`src/rtl/led_chaser_pkg.sv`:
```
package led_chaser_pkg;
  localparam logic [1:0] OP_READ  = 2'd0;
  localparam logic [1:0] OP_WRITE = 2'd1;
  localparam logic [1:0] OP_REV   = 2'd2;
  localparam logic [31:0] RESP_POS = 32'h0000_0001;
  localparam logic [31:0] RESP_CNT = 32'h0000_0002;

  typedef struct packed {
    logic tick;
    logic flipDir;
    logic load;
    logic reportPos;
    logic reportCnt;
  } chaserStrobes_t;
endpackage

```
`src/rtl/led_chaser_ctrl.sv`:
```
module led_chaser_ctrl
  import led_chaser_pkg::*;
#(
  parameter int NUM_LEDS = 8,
  parameter int CLK_HZ   = 50_000_000
) (
  input  logic           clk,
  input  logic           rstN,
  input  logic           enSwitch,
  input  logic           revBtn,
  input  logic           reportBtn,
  input  logic           hostValid,
  input  logic [1:0]     hostOp,
  input  logic [31:0]    hostPos,
  output chaserStrobes_t strobes
);
  localparam int PRE_W = (CLK_HZ > 1) ? $clog2(CLK_HZ) : 1;
  localparam logic [PRE_W-1:0] PRE_LAST = PRE_W'(CLK_HZ - 1);

  logic [PRE_W-1:0] preCnt;
  logic             preWrap;

  assign preWrap = enSwitch && (preCnt == PRE_LAST);

  always_ff @(posedge clk) begin
    if (!rstN || !enSwitch || preWrap) preCnt <= '0;
    else                               preCnt <= preCnt + 1'b1;
  end

  always_comb begin
    strobes.tick      = preWrap;
    strobes.flipDir   = revBtn || (hostValid && hostOp == OP_REV);
    strobes.load      = hostValid && hostOp == OP_WRITE && hostPos < 32'(NUM_LEDS);
    strobes.reportPos = hostValid && hostOp == OP_READ;
    strobes.reportCnt = reportBtn;
  end

  p_prescale_clear_r2: assert property (@(posedge clk) disable iff (!rstN)
    !enSwitch |=> preCnt == '0);
  p_tick_only_enabled_r2: assert property (@(posedge clk) disable iff (!rstN)
    strobes.tick |-> $past(enSwitch) || $past(preCnt) == PRE_LAST - 1'b1);
endmodule

```
`src/rtl/led_chaser_datapath.sv`:
```
module led_chaser_datapath
  import led_chaser_pkg::*;
#(
  parameter int NUM_LEDS = 8,
  parameter int CNT_W    = 32
) (
  input  logic                        clk,
  input  logic                        rstN,
  input  chaserStrobes_t              strobes,
  input  logic [$clog2(NUM_LEDS)-1:0] loadPos,
  output logic [NUM_LEDS-1:0]         ledOut,
  output logic                        respValid,
  output logic [31:0]                 respCode,
  output logic [31:0]                 respData
);
  localparam int POS_W = $clog2(NUM_LEDS);
  localparam logic [POS_W-1:0] POS_MAX = POS_W'(NUM_LEDS - 1);

  logic [POS_W-1:0] pos, stepPos;
  logic             dirUp, dirNext;
  logic [CNT_W-1:0] stepCnt;

  assign dirNext = dirUp ^ strobes.flipDir;

  always_comb begin
    if (dirNext) stepPos = (pos == POS_MAX) ? '0 : pos + 1'b1;
    else         stepPos = (pos == '0) ? POS_MAX : pos - 1'b1;
  end

  always_ff @(posedge clk) begin
    if (!rstN) begin
      pos     <= '0;
      dirUp   <= 1'b1;
      stepCnt <= '0;
    end else begin
      dirUp <= dirNext;
      if (strobes.load) pos <= loadPos;
      else if (strobes.tick) pos <= stepPos;
      if (strobes.tick && !strobes.load)
        stepCnt <= strobes.flipDir ? CNT_W'(1) : stepCnt + 1'b1;
      else if (strobes.flipDir)
        stepCnt <= '0;
    end
  end

  always_ff @(posedge clk) begin
    if (!rstN) begin
      respValid <= 1'b0;
      respCode  <= '0;
      respData  <= '0;
    end else begin
      respValid <= strobes.reportPos || strobes.reportCnt;
      if (strobes.reportPos) begin
        respCode <= RESP_POS;
        respData <= 32'(pos);
      end else if (strobes.reportCnt) begin
        respCode <= RESP_CNT;
        respData <= 32'(stepCnt);
      end
    end
  end

  always_comb begin
    ledOut = '0;
    ledOut[pos] = 1'b1;
  end

  p_led_onehot_r4: assert property (@(posedge clk) disable iff (!rstN)
    $countones(ledOut) == 1);
  p_hold_pos_r2: assert property (@(posedge clk) disable iff (!rstN)
    !strobes.tick && !strobes.load |=> $stable(pos));
  p_wrap_up_r3: assert property (@(posedge clk) disable iff (!rstN)
    strobes.tick && !strobes.load && dirNext && pos == POS_MAX |=> pos == '0);
  p_wrap_down_r3: assert property (@(posedge clk) disable iff (!rstN)
    strobes.tick && !strobes.load && !dirNext && pos == '0 |=> pos == POS_MAX);
  p_flip_clears_r9: assert property (@(posedge clk) disable iff (!rstN)
    strobes.flipDir && !strobes.tick |=> stepCnt == '0);
  p_read_resp_r8: assert property (@(posedge clk) disable iff (!rstN)
    strobes.reportPos |=> respValid && respCode == RESP_POS && respData == 32'($past(pos)));
  p_resp_cause_r10: assert property (@(posedge clk) disable iff (!rstN)
    respValid |-> $past(strobes.reportPos || strobes.reportCnt));
endmodule

```
`src/rtl/led_chaser_top.sv`:
```
module led_chaser_top
  import led_chaser_pkg::*;
#(
  parameter int NUM_LEDS = 8,
  parameter int CLK_HZ   = 50_000_000,
  parameter int CNT_W    = 32
) (
  input  logic                clk,
  input  logic                rstN,
  input  logic                enSwitch,
  input  logic                revBtn,
  input  logic                reportBtn,
  input  logic                hostValid,
  input  logic [1:0]          hostOp,
  input  logic [31:0]         hostPos,
  output logic [NUM_LEDS-1:0] ledOut,
  output logic                respValid,
  output logic [31:0]         respCode,
  output logic [31:0]         respData
);
  localparam int POS_W = $clog2(NUM_LEDS);

  chaserStrobes_t strobes;

  led_chaser_ctrl #(.NUM_LEDS(NUM_LEDS), .CLK_HZ(CLK_HZ)) u_ctrl (
    .clk(clk), .rstN(rstN), .enSwitch(enSwitch), .revBtn(revBtn),
    .reportBtn(reportBtn), .hostValid(hostValid), .hostOp(hostOp),
    .hostPos(hostPos), .strobes(strobes));

  led_chaser_datapath #(.NUM_LEDS(NUM_LEDS), .CNT_W(CNT_W)) u_dp (
    .clk(clk), .rstN(rstN), .strobes(strobes), .loadPos(hostPos[POS_W-1:0]),
    .ledOut(ledOut), .respValid(respValid), .respCode(respCode),
    .respData(respData));
endmodule

```
`config.mk`:
```
export PLATFORM = sky130hd
export DESIGN_NAME = led_chaser_top
export DESIGN_NICKNAME = d
export VERILOG_FILES = /design/src/rtl/led_chaser_pkg.sv /design/src/rtl/led_chaser_ctrl.sv /design/src/rtl/led_chaser_datapath.sv /design/src/rtl/led_chaser_top.sv
export SDC_FILE = /design/constraint.sdc
export NUM_CORES = 1
export LEC_CHECK = 0
export BUFFER_PORTS_ARGS = -buffer_cell sky130_fd_sc_hd__buf_4
export CORE_MARGIN = 2
export CORE_UTILIZATION = 53
export CTS_CLUSTER_SIZE = 16
export DETAILED_ROUTE_END_ITERATION = 7
export PLACE_DENSITY = 0.79
export RECOVER_POWER = 50
export SYNTH_ARGS = -nofsm -noshare
export SYNTH_HDL_FRONTEND = slang
export SYNTH_SLANG_ARGS = --single-unit
```
`constraint.sdc`:
```
create_clock -name clk -period 2.45 [get_ports clk]
set_clock_uncertainty 0.15 [all_clocks]
set_input_delay 0.1225 -clock clk [delete_from_list [all_inputs] [get_ports clk]]
set_output_delay 0.1225 -clock clk [all_outputs]
set_load 0.02 [all_outputs]
```
* After elaboration in Yosys (flattened, before gate mapping)
Index checks and enable logic that the tools add are counted.
** Storage, ports and cells
- Bits in registers :: 97
- Output and inout port bits :: 73
- Word-level logic and storage cells :: 56
** Cells by class
- Add/sub/neg operators :: 4
- Order comparisons :: 3
- Equality and inequality tests :: 4
- Mux-type cells :: 14
- Bitwise operators :: 2
- Reduce and logical (&&, ||, !) cells :: 20
** Operator list (number)
- $mux 32 :: 3
- $add 32x1->32 const B :: 1
- $lt 32x4->1 const B :: 1
- $add 26x1->26 const B :: 1
- $eq 26x26->1 const B :: 1
- $mux 3 :: 7
- $logic_and 1x1->1 :: 7
- $reduce_bool 2->1 :: 3
- $logic_or 1x1->1 :: 4
- $lt 3x4->1 const B :: 1
- $add 3x1->3 const B :: 1
- $demux 1 s3 :: 1
- $eq 3x3->1 const B :: 1
- $ge 3x1->1 const B :: 1
- $logic_not 1->1 :: 3
- $logic_not 3->1 :: 1
- $mux 1 :: 3
- $sub 3x1->3 const B :: 1
- $eq 2x1->1 const B :: 1
- $eq 2x2->1 const B :: 1
- $logic_not 2->1 :: 1
- $reduce_or 2->1 :: 1
- $not 1->1 :: 1
- $xor 1x1->1 :: 1

* Longest topological paths before layout
- Depth after elaboration :: 7
- Depth in mapped cells :: 8
- Depth with buffers taken out :: 6

* Hierarchy
Synthesis repeated with hierarchy kept, for this count alone.
** Second synthesis, totals
- Cell total of the unflattened synthesis :: 537
- Area, all modules :: 4705.8 um2
** Modules (own cells, without submodules)
- led_chaser_datapath :: times used 1, cells an instance 373, area an instance 3310.7 um2, sequential area each 1421.4 um2
- led_chaser_ctrl :: times used 1, cells an instance 164, area an instance 1395.1 um2, sequential area each 520.5 um2

* Least setup slack after synthesis
No wires, ideal clock.
- Kind :: flip-flop to flip-flop
- Start point :: register u_ctrl.preCnt[0]
- End point :: register u_dp.stepCnt[31]
- Arrival :: 1.983 ns
- Required time :: 2.230 ns
- Path slack :: 0.247 ns
- Cell stages (with the launch flop) :: 8
- Buffers on the path :: 1
- Clock period less this slack :: 2.203 ns
- Path through :: dfxtp_1 -> ha_1 -> nand3_1 -> nor4_4 -> o2111ai_1 -> clkbuf_1 -> or4_1 -> a21oi_1
** Between the ends
- Cells in the longest elaborated chain, start to end :: 4
** Ends and longest elaborated chain
- start: declaration :: line led_chaser_ctrl.sv:20 : logic [PRE_W-1:0] preCnt;
- start signal: assignment :: line led_chaser_ctrl.sv:27 : else preCnt <= preCnt + 1'b1;
- $eq 26x26->1 * :: line led_chaser_ctrl.sv:23 : assign preWrap = enSwitch && (preCnt == PRE_LAST);
- $logic_and 1x1->1 * :: line led_chaser_ctrl.sv:23
- $logic_and 1x1->1 * :: line led_chaser_datapath.sv:39 : if (strobes.tick && !strobes.load)
- $mux 32 or $reduce_bool 2->1 (tied branches)
- end signal: assignment :: line led_chaser_datapath.sv:40 : stepCnt <= strobes.flipDir ? CNT_W'(1) : stepCnt + 1'b1;
- end: declaration :: line led_chaser_datapath.sv:21 : logic [CNT_W-1:0] stepCnt;
Every way passes the cells marked *; elsewhere a longest branch is shown, timed or not.
A chain may end at the register's enable or synchronous reset.

* Worst setup path after layout
- Start point :: register u_ctrl.preCnt[0]
- End point :: register u_dp.stepCnt[16]
The elaborated chain is that of the path after synthesis.

==> key figures <==
Power and ir drop
  • Reg power frac: approximately 57%
  • NetSw: ~0.69 mW
  • Gate power share: 6.8%
  • Sw frac: between 20 and 30%
  • Cell-internal power: 2.07 mW
  • VDD IR-drop max: approximately 330 µV
  • Clock group share of total power: 35.6%
  • PwrDens: 501 nW/µm²
  • Design Power: 2.76 mW
  • Pleak: ~2.1 nW

STA
  • FMAX: about 430 MHz
  • Tcrit/Tclk final: between 90% and 100%
  • Tightest Pin Transition: roughly 600 ps
  • Final setup vio count: 0
  • Fin. Hold Viols: 0
  • Hold_ws: between 40 and 50 ps
  • Setup TNS: 0 ps
  • Setup ws final: 115 ps
  • Slew Limit Fails: 0
  • Fin crit period: approximately 2300 ps
  • RSZ-0062 raised after global routing: no
  • Max-slew headroom: ~60%

Worst setup path
  • Kind of start point of the critical path: register
  • Crit path buffers/inverters: 3
  • Slowest CP cell: or4_1
  • CP peak stage delay: 470 ps
  • Required time of the critical path: approximately 2600 ps
  • CP Max Fanout: 8
  • CP Cell Sequence: ha_4, nand3_2, nor4_4, buf_4, o2111ai_4, buf_12, buf_2, or4_1, a21oi_1
  • Crit Path Class: register to register
  • Crit path max-delay family: simple AND/OR/NAND/NOR gates
  • WP data arrival: between 2000 and 3000 ps
  • Worst setup EP type: register

Die
  • Die Ht: ~100 µm
  • Die X: a little under 100 µm
  • I/O Pins: ~110
  • Core area: between 8000 and 9000 µm²
  • Num rows: 33
  • Die Area: around 9400 µm²
  • Initial Utilization: between 50% and 60%

Clock tree
  • Htree depth: 3
  • Clk sinks: 97
  • Root Buffer: clkbuf_8
  • Clk_lat worst skew: ~370 ps
  • TritonCTS clock tree: yes
  • Max Root-Sink Buffers: 2
  • CTS buffer count: 9
  • Clock slew at reported path FFs: around 110 ps

Final layout
  • Finished Core Util: around two thirds
  • Nets: between 600 and 700
  • Design area: 5510 µm²
  • ANT cells: 0
  • Area growth, synth to finish: 19.9%
  • Non-filler cells, final: 729
  • Layout cells sized above 1: between 10% and 20%

Drt
  • DRC: 0
  • Vias: roughly 4.0k
  • ANT nets after route: 0
  • Via density: 5.54
  • Starting DRT DRC Count: about 180
  • Routed WL: ~10,000 µm
  • Drt pass-1 iters: 4
  • Drt wl/cell: 14.0 µm

Global routing
  • First-pass GRT wire length: ~16,000 µm
  • Global router's overall resource usage: between 20% and 30%
  • Number of global-route vias before repair: ~3.7k
  • Largest net degree at the start of global routing: 35
  • Grt ovf: 0
  • Initial antenna violation count: 0

Synth
  • Post-synth EDFFs: 0
  • Register area share after synthesis: 42.2%
  • Register bit total from synthesis: 97
  • Cell taking the most area after synthesis: dfxtp_1
  • Synthesized cell area: around 4600 µm²
  • Synth cell types: 47
  • Largest cells by area after synthesis: dfxtp_1 (42%), mux2i_1 (7.2%), nor2_1 (5.9%), buf_4 (4.9%), xor2_1 (3.4%)
  • Synth Area per Inst: between 8 and 9 µm²
  • Cells after synthesis: between 500 and 600
  • Synth Flop Type: dfxtp_1
  • Post-synth ARST share: 0%
  • Synth top area share: a little over two fifths
  • Synthesis Warnings: 0

Placed design
  • Pre-CTS setup slack: around 150 ps
  • Placed cell areas: 5240 µm²
  • Port Buffer Count: around 80
  • Dpl hpwl: 6780 µm
  • Routability Congestion: between 0.8 and 0.9
  • Dpl cells: 699

Status
  • Status: finished, final reports clean

Worst hold path
  • Min-Delay Path Class: input port to register

Flow run
  • Max-capacitance violation count: 0
[worst reg2reg max path, cell delays in order (launching register included)]
cell and delay, ps:
dfxtp_2 380, ha_4 150, nand3_2 100, nor4_4 270
buf_4 180, o2111ai_4 120, buf_12 180, buf_2 150
or4_1 470, a21oi_1 140
[worst paths after layout]
check              startpoint  slack [ps]          endpoint  depth (start not counted)
max          u_ctrl.preCnt[0]         120  u_dp.stepCnt[16]                          9
min                 hostOp[0]          50  u_dp.respCode[0]                          3
max reg2reg  u_ctrl.preCnt[0]         120  u_dp.stepCnt[16]                          9
min reg2reg  u_dp.respCode[0]         330  u_dp.respCode[0]                          2
[synthesized netlist by cell type (all sizes together), types with 2 or more instances]
cell type and n:
dfxtp 97, nor2 72, mux2i 33, buf 32
a21oi 30, nand2 29, clkbuf 24, nand3 21
nand4 18, o21ai 18, or3 18, xor2 18
inv 13, o31ai 12, or4 12, nor3 11
and3 9, xnor2 9, nor4 7, ha 6
nor4b 6, and2 5, o211a 4, a21boi 3
and4 3, o2111ai 3, nor4bb 2
[power by group through the flow]
stage          combinational [mW]  clock (mW)  sequential, mW
6_report                    0.189       0.984            1.59
5_1_grt                     0.206        1.07            1.59
4_1_cts                     0.192        1.00            1.59
3_5_place_dp                0.185           0            1.62
3_3_place_gp                0.182           0            1.62
2_1_floorplan               0.147           0            1.63
[metal layers]
layer  routed length (µm)  GRT usage, %  part of all wire (%)  vias to the layer above
li1                     -             -                     -                     2006
met3                  423          3.67                   4.2                       13
met5                    0             0                     0                        -
met2                 5060          35.4                    50                       91
met1                 4540          25.4                    45                     1928
met4                  164          7.37                   1.6                        0
[state kept, by name (all words and copies together) (netlist names)]
signal	count
u_dp.respCode	2
u_dp.stepCnt	32
u_dp.pos	3
u_ctrl.preCnt	26
u_dp.respData	32
u_dp.dirUp	1
u_dp.respValid	1
[kinds of logic after synthesis]
kind of cell,Yosys count,synth area share [%]
AOI/OAI and AO/OA,78,10.8
xor gates and xnor gates,27,5.14
adders and majority gates,6,1.63
buffers and inverters,69,8.11
DFF,97,42.2
muxes,33,7.19
other,1,0.0816
and+or+nand+nor,217,24.9
[cell type report]
cell class | count | area [µm²]
fillers | 693 | 2790
flip-flops and latches | 97 | 1940
clock inverters | 6 | 50.0
multi-input cells | 391 | 2460
inverters | 13 | 48.8
clock buffers | 10 | 138
well taps | 105 | 131
repair buffers | 107 | 738
[timing repair]
item / CTS / global route
hold buffers: 6 / 0
endpoints found under the hold margin: 10 / 0
setup endpoints to repair: 0 / 1
gates resized for setup: 0 / 13
buffers inserted: 0 / 6
[placed cells by master, fill, tap and decap left out, drive strengths merged, types with 9 or more instances in the layout]
cell type  count
a21oi         30
and3           9
buf           62
clkbuf        49
conb          30
dfxtp         97
inv           16
mux2i         33
nand2         29
nand3         21
nand4         18
nor2          72
nor3          11
o21ai         18
o31ai         12
or3           18
or4           12
xnor2          9
xor2          18
Note: power is estimated with default switching activity, not from simulation.
